[src/rtl/bgen_pkg.sv]
package bgen_pkg;

    typedef enum logic [1:0] {
        SM_SHIFT   = 2'd0,
        SM_TEN     = 2'd1,
        SM_ELV_FIX = 2'd2,
        SM_ELV_VAR = 2'd3
    } ser_mode_e;

    typedef enum logic [1:0] {
        PATH_NONE,
        PATH_TIMER,
        PATH_DEDIC,
        PATH_FIXED
    } path_e;

    typedef struct packed {
        logic lo_seen;
        logic hi_seen;
    } half_flags_t;

    function automatic path_e pick_path(input logic [1:0] mode, input logic sel);
        case (ser_mode_e'(mode))
            SM_TEN, SM_ELV_VAR: return sel ? PATH_DEDIC : PATH_TIMER;
            SM_ELV_FIX:         return PATH_FIXED;
            default:            return PATH_NONE;
        endcase
    endfunction

endpackage

[src/rtl/bgen_div_regs.sv]
module bgen_div_regs #(
    parameter int HALF_W = 8
) (
    input  logic                  clk,
    input  logic                  rst,
    input  logic                  wr_lo,
    input  logic                  wr_hi,
    input  logic [HALF_W-1:0]     wdata,
    output logic [2*HALF_W-1:0]   div_act,
    output logic [2*HALF_W-1:0]   div_next,
    output logic                  commit
);
    import bgen_pkg::*;

    logic [HALF_W-1:0] lo_stage, hi_stage;
    half_flags_t       flags;
    half_flags_t       flags_now;

    always_comb begin
        flags_now.lo_seen = flags.lo_seen | wr_lo;
        flags_now.hi_seen = flags.hi_seen | wr_hi;
        commit   = (wr_lo | wr_hi) & flags_now.lo_seen & flags_now.hi_seen;
        div_next = {(wr_hi ? wdata : hi_stage), (wr_lo ? wdata : lo_stage)};
    end

    always_ff @(posedge clk) begin
        if (rst) begin
            lo_stage <= '0;
            hi_stage <= '0;
            flags    <= '0;
            div_act  <= '0;
        end else if (commit) begin
            div_act  <= div_next;
            flags    <= '0;
        end else begin
            if (wr_lo) begin
                lo_stage      <= wdata;
                flags.lo_seen <= 1'b1;
            end
            if (wr_hi) begin
                hi_stage      <= wdata;
                flags.hi_seen <= 1'b1;
            end
        end
    end
endmodule

[src/rtl/bgen_ded_cnt.sv]
module bgen_ded_cnt #(
    parameter int DIV_W = 16
) (
    input  logic             clk,
    input  logic             rst,
    input  logic [DIV_W-1:0] div_act,
    input  logic [DIV_W-1:0] div_next,
    input  logic             commit,
    input  logic             restart,
    output logic             fire
);
    localparam logic [DIV_W-1:0] ONE = DIV_W'(1);

    logic [DIV_W-1:0] cnt;

    function automatic logic [DIV_W-1:0] reload(input logic [DIV_W-1:0] d);
        return (d > ONE) ? d - ONE : '0;
    endfunction

    assign fire = (cnt == '0) && (div_act > ONE);

    always_ff @(posedge clk) begin
        if (rst)               cnt <= '0;
        else if (commit)       cnt <= reload(div_next);
        else if (restart)      cnt <= reload(div_act);
        else if (fire)         cnt <= reload(div_act);
        else if (cnt != '0)    cnt <= cnt - ONE;
    end
endmodule

[src/rtl/bgen_ovf_half.sv]
module bgen_ovf_half (
    input  logic clk,
    input  logic rst,
    input  logic ovf,
    input  logic dbl,
    input  logic restart,
    output logic fire
);
    logic phase;

    assign fire = ovf & (dbl | phase);

    always_ff @(posedge clk) begin
        if (rst || restart)   phase <= 1'b0;
        else if (ovf && !dbl) phase <= ~phase;
    end
endmodule

[src/rtl/bgen_fix_div.sv]
module bgen_fix_div #(
    parameter int SLOW = 32,
    parameter int FAST = 16
) (
    input  logic clk,
    input  logic rst,
    input  logic dbl,
    output logic fire
);
    localparam int CW = $clog2(SLOW);
    localparam logic [CW-1:0] LIM_SLOW = CW'(SLOW - 1);
    localparam logic [CW-1:0] LIM_FAST = CW'(FAST - 1);

    logic [CW-1:0] cnt;

    assign fire = cnt >= (dbl ? LIM_FAST : LIM_SLOW);

    always_ff @(posedge clk) begin
        if (rst || fire) cnt <= '0;
        else             cnt <= cnt + 1'b1;
    end
endmodule

[src/rtl/bgen_top.sv]
module bgen_top #(
    parameter int HALF_W   = 8,
    parameter int FIX_SLOW = 32,
    parameter int FIX_FAST = 16
) (
    input  logic              clk,
    input  logic              rst,
    input  logic              ovf_pulse,
    input  logic              div_lo_wr,
    input  logic              div_hi_wr,
    input  logic [HALF_W-1:0] div_wdata,
    input  logic              src_sel,
    input  logic              dbl_rate,
    input  logic [1:0]        ser_mode,
    output logic              tick
);
    import bgen_pkg::*;

    localparam int DIV_W = 2 * HALF_W;

    logic [DIV_W-1:0] div_act, div_next;
    logic             commit, sel_q, restart;
    logic             ded_fire, tmr_fire, fix_fire, tick_d;
    path_e            path;

    assign restart = (src_sel != sel_q);
    assign path    = pick_path(ser_mode, src_sel);

    bgen_div_regs #(.HALF_W(HALF_W)) u_regs (
        .clk(clk), .rst(rst), .wr_lo(div_lo_wr), .wr_hi(div_hi_wr),
        .wdata(div_wdata), .div_act(div_act), .div_next(div_next), .commit(commit)
    );

    bgen_ded_cnt #(.DIV_W(DIV_W)) u_ded (
        .clk(clk), .rst(rst), .div_act(div_act), .div_next(div_next),
        .commit(commit), .restart(restart), .fire(ded_fire)
    );

    bgen_ovf_half u_half (
        .clk(clk), .rst(rst), .ovf(ovf_pulse), .dbl(dbl_rate),
        .restart(restart), .fire(tmr_fire)
    );

    bgen_fix_div #(.SLOW(FIX_SLOW), .FAST(FIX_FAST)) u_fix (
        .clk(clk), .rst(rst), .dbl(dbl_rate), .fire(fix_fire)
    );

    always_comb begin
        case (path)
            PATH_DEDIC: tick_d = ded_fire & ~restart;
            PATH_TIMER: tick_d = tmr_fire & ~restart;
            PATH_FIXED: tick_d = fix_fire;
            default:    tick_d = 1'b0;
        endcase
    end

    always_ff @(posedge clk) begin
        sel_q <= src_sel;
        if (rst) tick <= 1'b0;
        else     tick <= tick_d;
    end
endmodule

[config.mk]
export PLATFORM = sky130hd
export DESIGN_NAME = bgen_top
export DESIGN_NICKNAME = d
export VERILOG_FILES = /design/src/rtl/bgen_pkg.sv /design/src/rtl/bgen_div_regs.sv /design/src/rtl/bgen_ded_cnt.sv /design/src/rtl/bgen_ovf_half.sv /design/src/rtl/bgen_fix_div.sv /design/src/rtl/bgen_top.sv
export SDC_FILE = /design/constraint.sdc
export NUM_CORES = 1
export LEC_CHECK = 0
export BUFFER_PORTS_ARGS = -buffer_cell sky130_fd_sc_hd__buf_4
export CORE_MARGIN = 8
export CORE_UTILIZATION = 61
export DETAILED_ROUTE_END_ITERATION = 10
export PLACE_DENSITY = 0.84
export SLEW_MARGIN = 10
export SYNTH_ARGS = -nofsm -noshare
export SYNTH_HDL_FRONTEND = slang
export SYNTH_SLANG_ARGS = --single-unit
[constraint.sdc]
create_clock -name clk -period 2.8 [get_ports clk]
set_input_delay 0.56 -clock clk [delete_from_list [all_inputs] [get_ports clk]]
set_output_delay 0.56 -clock clk [all_outputs]
set_load 0.05 [all_outputs]
==> flow_summary.toml, run 1 <==
[run_status]
status = "finished, final reports clean"

[floorplan]
rows = 28
dieWidth_um = 92.5
coreArea_sq_um = 5780
ios = 18
die-area_sq_um = 8560
fp.dieH_um = 92.5
initial_core_util_pct = 61.8

[clock_tree]
clock_latency_ns = 0.34
cts_max_level = 3
cts_hold_buffers = 0
cts.path.max_buffers = 2
cts.sink_count = 58
post_cts_buffers = 0
cts_buffers = 9
cts_tree = "built"
ctsResizeCount = 0
cts-root-buf = "clkbuf_8"
clk_pin_slew_worst_paths_ns = 0.07

[global_route]
grt_max_degree = 42
overflow = 0
antenna_found_initial = 0
grt_pass1_vias = 3076
track_usage_pct = 22.2
grt_pass1_wl_mm = 15.2

[setup_path]
crit_top_cell = "buf_4"
crit_required_ns = 3.01
cp-start-kind = "primary input"
end_kind = "register"
crit_fanout = 13
cp_slowest_stage_delay_ns = 0.40
cp.arrival_ns = 2.54
crit_chain = "buf_4, buf_4, nor3b_1, o22ai_1, o41ai_1, buf_4, or2_1, o22ai_1"
path_class = "in2reg"
cp_slowest_cell = "o41ai_1"

[hold_path]
hold_class = "in2reg"

[final_layout]
fin_nets = 463
multi_input_area_sq_um = 2270
layout-drive-gt1-share_pct = 13.6
diodes = 0
instances_no_fill = 517
nFillCells = 479
area_growth_pct = 11.5
fin_util_pct = 68.9
seqCellArea_sq_um = 1160

[synth]
synth_top_area_cell = "dfxtp_1"
syn_area_sq_um = 3570
synth-compound-area-share_pct = 18.6
synth_flop_cell = "dfxtp_1"
syn_inst = 421
synth_top_family_by_area = "simple AND/OR/NAND/NOR gates"
yosysMostFrequentCell = "nor2_1"
syn_avg_cell_area_sq_um = 8.48
synth_top_area_share_pct = 32.5
seq_area_frac_synth_pct = 32.5
synthMuxAreaShare_pct = 7.85
yosysWarningCount = 0
synth_xor_area_share_pct = 9.07
synth_area_leaders = "dfxtp_1 (33%), mux2i_1 (7.8%), nor2_1 (6.2%)"
synthArstFlopShare_pct = 0
synth_fa_ha_area_share_pct = 3.15
synth_simple_gate_area_share_pct = 24.8
yosys.cell_types.count = 63
synth_enable_flop_cells = 0
synth_nets = 447
synth_common_cells = "nor2_1 (59), dfxtp_1 (58), mux2i_1 (28)"
ys_ff_latch = 58

[power_and_ir_drop]
cellPowerDensity_nw_per_um2 = 650
vdd_ir_drop_max_mv = 0.432
comb_power_share_pct = 31.8
pwr-share-seq_pct = 39.6
cellLeakagePower_nw = 1.53
switchingPower_mw = 0.921
internal-power_mw = 1.67
pwr-share-clk_pct = 28.6
p_sw_share_pct = 35.6

[sta]
setup_viol = 0
worst_slew_pin_slew_ns = 0.588
finalHoldViolCount = 0
finalWorstSetupSlack_ns = 0.474
fin_crit_ns = 2.33
max_slew_margin_pct = 60.4
maxSlewViolCount = 0
rsz0062_at_grt = "no"
fin_crit_sh_pct = 83.1
fin_tns_setup_ns = 0
fmax_ghz = 0.430
skew_ns = 0.00745

[place]
dp_cells = 501
routabilityCongestion = 0.973
place_ws_ns = 0.239
port_buffers = 17
dpl.hpwl_mm = 7.10

[route]
wl_per_cell_um = 18.3
dr.pass1.iters = 5
route.detailed.drc = 0
drt_wl_total_mm = 9.44
drtAntennaViolNets = 0
drt-initial-drc-count = 366
vias = 3364
via_per_inst = 6.51

[run]
cap_viol_max_count = 0
## power groups by stage
stage | Clock, mW | Sequential (mW) | Combinational [mW]
5_1_grt | 0.790 | 1.04 | 0.889
3_3_place_gp | 0 | 1.03 | 0.784
6_report | 0.739 | 1.03 | 0.824
4_1_cts | 0.747 | 1.02 | 0.809
3_5_place_dp | 0 | 1.04 | 0.800
2_1_floorplan | 0 | 1.01 | 0.606
## layer usage
metal,vias up,GRT usage (%),part of all wire (%)
met5,-,0,0
li1,1617,-,-
met4,0,9.26,3.2
met1,1555,26.8,43
met2,155,37.4,47
met3,37,4.61,6.5
## final cells by class
class,instances,area share (%)
multi-input combinational,327,57.1
sequential,58,29.2
timing repair buffer,31,5.84
clock buffer,10,3.20
tap,75,2.36
clock inverter,6,1.45
inverter,10,0.943
## cell families (layout without fill, tap and decap cells)
group           count (synthesis)  count (layout)
xor+xnor                       37              37
compound gates                 93              93
flops                          58              58
mux                            28              28
simple gates                  160             160
buf+inv                        36              57
fa+ha+maj                       9               9
## state kept, by name (all words and copies together) (netlist names), 2 cells and up
name,flops
u_ded.cnt,16
u_regs.div_act,16
u_regs.hi_stage,8
u_regs.lo_stage,8
u_fix.cnt,5
u_regs.flags,2
## through the flow
stage / power, mW / cell area, sq um / hold WS [ns]
floorplan: 1.61 / 3570 / 0.430
global placement: 1.82 / 3800 / 0.445
detailed placement: 1.84 / 3800 / 0.456
CTS: 2.58 / 3980 / 0.355
global route: 2.71 / 3980 / 0.353
finish: 2.59 / 3980 / 0.360
## critical path, delay by kind of cell
family                 cells  cell delay [ns]
AOI/OAI and AO/OA          3             0.81
and+or+nand+nor            2             0.62
buffers and inverters      3             0.55
## path summary, 6_finish.rpt
check | startpoint | endpoint | slack [ns] | depth (start not counted)
max | div_lo_wr | u_ded.cnt[9]$_SDFFE_PP0P_ | 0.47 | 8
min | src_sel | sel_q$_DFF_P_ | 0.36 | 1
max reg2reg | u_ded.cnt[1]$_SDFFE_PP0P_ | tick$_SDFF_PP0_ | 0.53 | 7
min reg2reg | u_fix.cnt[0]$_SDFF_PP0_ | u_fix.cnt[0]$_SDFF_PP0_ | 0.47 | 1
## layout by cell type, fill, tap and decap left out, types with 4 or more instances in the layout
cell type,synthesis,routed
a211oi_1,27,27
a21oi_1,10,10
a31oi_1,5,5
buf_4,1,31
clkbuf_8,0,9
clkinv_2,0,4
dfxtp_1,58,58
ha_1,9,9
inv_1,10,10
mux2i_1,28,28
nand2_1,8,8
nand3_1,8,8
nand4_1,9,9
nor2_1,59,58
nor3_1,15,15
nor3b_1,5,5
nor4_1,12,12
o21ai_0,7,7
o22ai_1,12,12
o31ai_1,5,5
or2_2,5,5
or3_1,5,5
or4_1,6,6
xnor2_1,19,19
xor2_1,18,18
No activity file was read; power rests on OpenSTA's default activity.
==> run 2, diff against run 1 <==
clock period = 2.4 ns   (was 2.8 ns; I/O delays follow)
==> flow_summary.toml, run 2 (synthesized netlist as in run 1, its figures left out) <==
[floorplan]
initial_core_util_pct = 61.8
rows = 28
dieWidth_um = 92.5
coreArea_sq_um = 5780
fp.dieH_um = 92.5
ios = 18
die-area_sq_um = 8560

[sta]
rsz0062_at_grt = "no"
fin_tns_setup_ns = 0
finalWorstSetupSlack_ns = 0.196
max_slew_margin_pct = 62.7
fin_crit_ns = 2.20
worst_slew_pin_slew_ns = 0.554
worst_hold_slack_ns = 0.284
fin_crit_sh_pct = 91.8
setup_viol = 0
skew_ns = 0.00555
fmax_ghz = 0.454
maxSlewViolCount = 0
finalHoldViolCount = 0

[global_route]
grt_pass1_vias = 3297
track_usage_pct = 24.0
antenna_found_initial = 0
overflow = 0
grt_max_degree = 42
grt_pass1_wl_mm = 16.2

[clock_tree]
post_cts_buffers = 0
cts.path.max_buffers = 2
cts-root-buf = "clkbuf_8"
cts.sink_count = 58
cts_buffers = 9
cts_tree = "built"
cts_max_level = 3
clk_pin_slew_worst_paths_ns = 0.06
clock_latency_ns = 0.35

[setup_path]
r2r.worst_path.cells = 7
path_class = "reg2reg"
rr_startpoint = "u_ded.cnt[0]$_SDFFE_PP0P_"
cp_slowest_stage_delay_ns = 0.54
worstSetupEndpoint = "u_ded.cnt[14]$_SDFFE_PP0P_"
regToRegSetupSlack_ns = 0.20
crit_required_ns = 2.62
r2r-end = "u_ded.cnt[14]$_SDFFE_PP0P_"
crit_chain = "inv_1, ha_1, or3b_2, or2_2, o31a_1, nor3_1, o32ai_1"
cp-start-kind = "register"
end_kind = "register"
cp.depth = 7
critical_path.top_delay_family = "simple AND/OR/NAND/NOR gates"
critPathLaunch = "u_ded.cnt[0]$_SDFFE_PP0P_"
cp_slowest_cell = "or3b_2"
cp.arrival_ns = 2.43
crit_fanout = 6
cp_num_buf_inv = 1

[route]
drt-initial-drc-count = 322
via_per_inst = 6.43
route.detailed.drc = 0
drt_wl_total_mm = 9.92
vias = 3439
wl_per_cell_um = 18.5
drtAntennaViolNets = 0
dr.pass1.iters = 5

[final_layout]
largestRegisters = "u_ded.cnt x16, u_regs.div_act x16"
layout-drive-gt1-share_pct = 17.2
nFillCells = 459
most-common-layout-cells = "nor2_1 (58), dfxtp_1 (58), buf_4 (49), mux2i_1 (28), a211oi_1 (27)"
fin_nets = 482
diodes = 0
area_growth_pct = 16.2

[place]
dpl.hpwl_mm = 7.45
port_buffers = 17
routabilityCongestion = 0.996
place_ws_ns = 0.0681

[run]
cap_viol_max_count = 0

[power_and_ir_drop]
vdd_ir_drop_max_mv = 0.477
cellPowerDensity_nw_per_um2 = 752
cellLeakagePower_nw = 1.63

[hold_path]
hold_class = "in2reg"
min-delay-start = "src_sel"

[run_status]
status = "finished, final reports clean"
## run 2: worst reg2reg max path, delay by kind of cell (launching register included)
family | cells | cell delay, ns
simple gates | 3 | 1.04
buf+inv | 1 | 0.12
flops | 1 | 0.36
compound gates | 2 | 0.36
fa+ha+maj | 1 | 0.20
## run 2: through the flow
stage          std cells  total power, mW  instance area [sq um]  util [%]
2_1_floorplan        421             1.89                   3580         -
3_5_place_dp         520             2.21                   3960      68.5
4_1_cts              535             3.10                   4150      71.7
5_1_grt              535             3.27                   4150      71.8
3_3_place_gp         520             2.17                   3960      68.5
6_report             535             3.12                   4150      71.8
## run 2: how the worst min path moves through the flow
stage                                   endpoint  slack, ns  cells past startpoint
finish                             sel_q$_DFF_P_       0.28                      1
global route                       sel_q$_DFF_P_       0.27                      1
CTS                                sel_q$_DFF_P_       0.28                      1
detailed placement  u_regs.flags[1]$_SDFFE_PP0P_       0.47                      2
global placement         u_fix.cnt[0]$_SDFF_PP0_       0.44                      1
floorplan                u_fix.cnt[0]$_SDFF_PP0_       0.43                      1
## run 2: timing repair
item / CTS / global route
resized for setup: 0 / 1
hold buffers: 0 / 0
endpoints found under the setup margin: 0 / 2
## run 2: where the power goes
part / switching, mW / internal, mW / total (mW)
sequential: 0.129 / 1.07 / 1.20
clock: 0.388 / 0.499 / 0.887
combinational: 0.583 / 0.457 / 1.04
total: 1.10 / 2.02 / 3.12
## run 2: final cells by class
class	count	area [sq um]	area share (%)
Sequential cell	58	1160	28.0
Timing Repair Buffer	50	388	9.34
Inverter	10	37.5	0.904
Clock inverter	3	40.0	0.964
Tap cell	75	93.8	2.26
Multi-Input combinational cell	327	2290	55.1
Clock buffer	12	145	3.50
## run 2: metal layers
| metal | up-vias | track usage (%) | wire (um) |
|---|---|---|---|
| met4 | 0 | 10.6 | 350 |
| met3 | 40 | 6.80 | 595 |
| met5 | - | 0 | 0 |
| li1 | 1644 | - | - |
| met2 | 153 | 39.6 | 4760 |
| met1 | 1602 | 28.3 | 4210 |
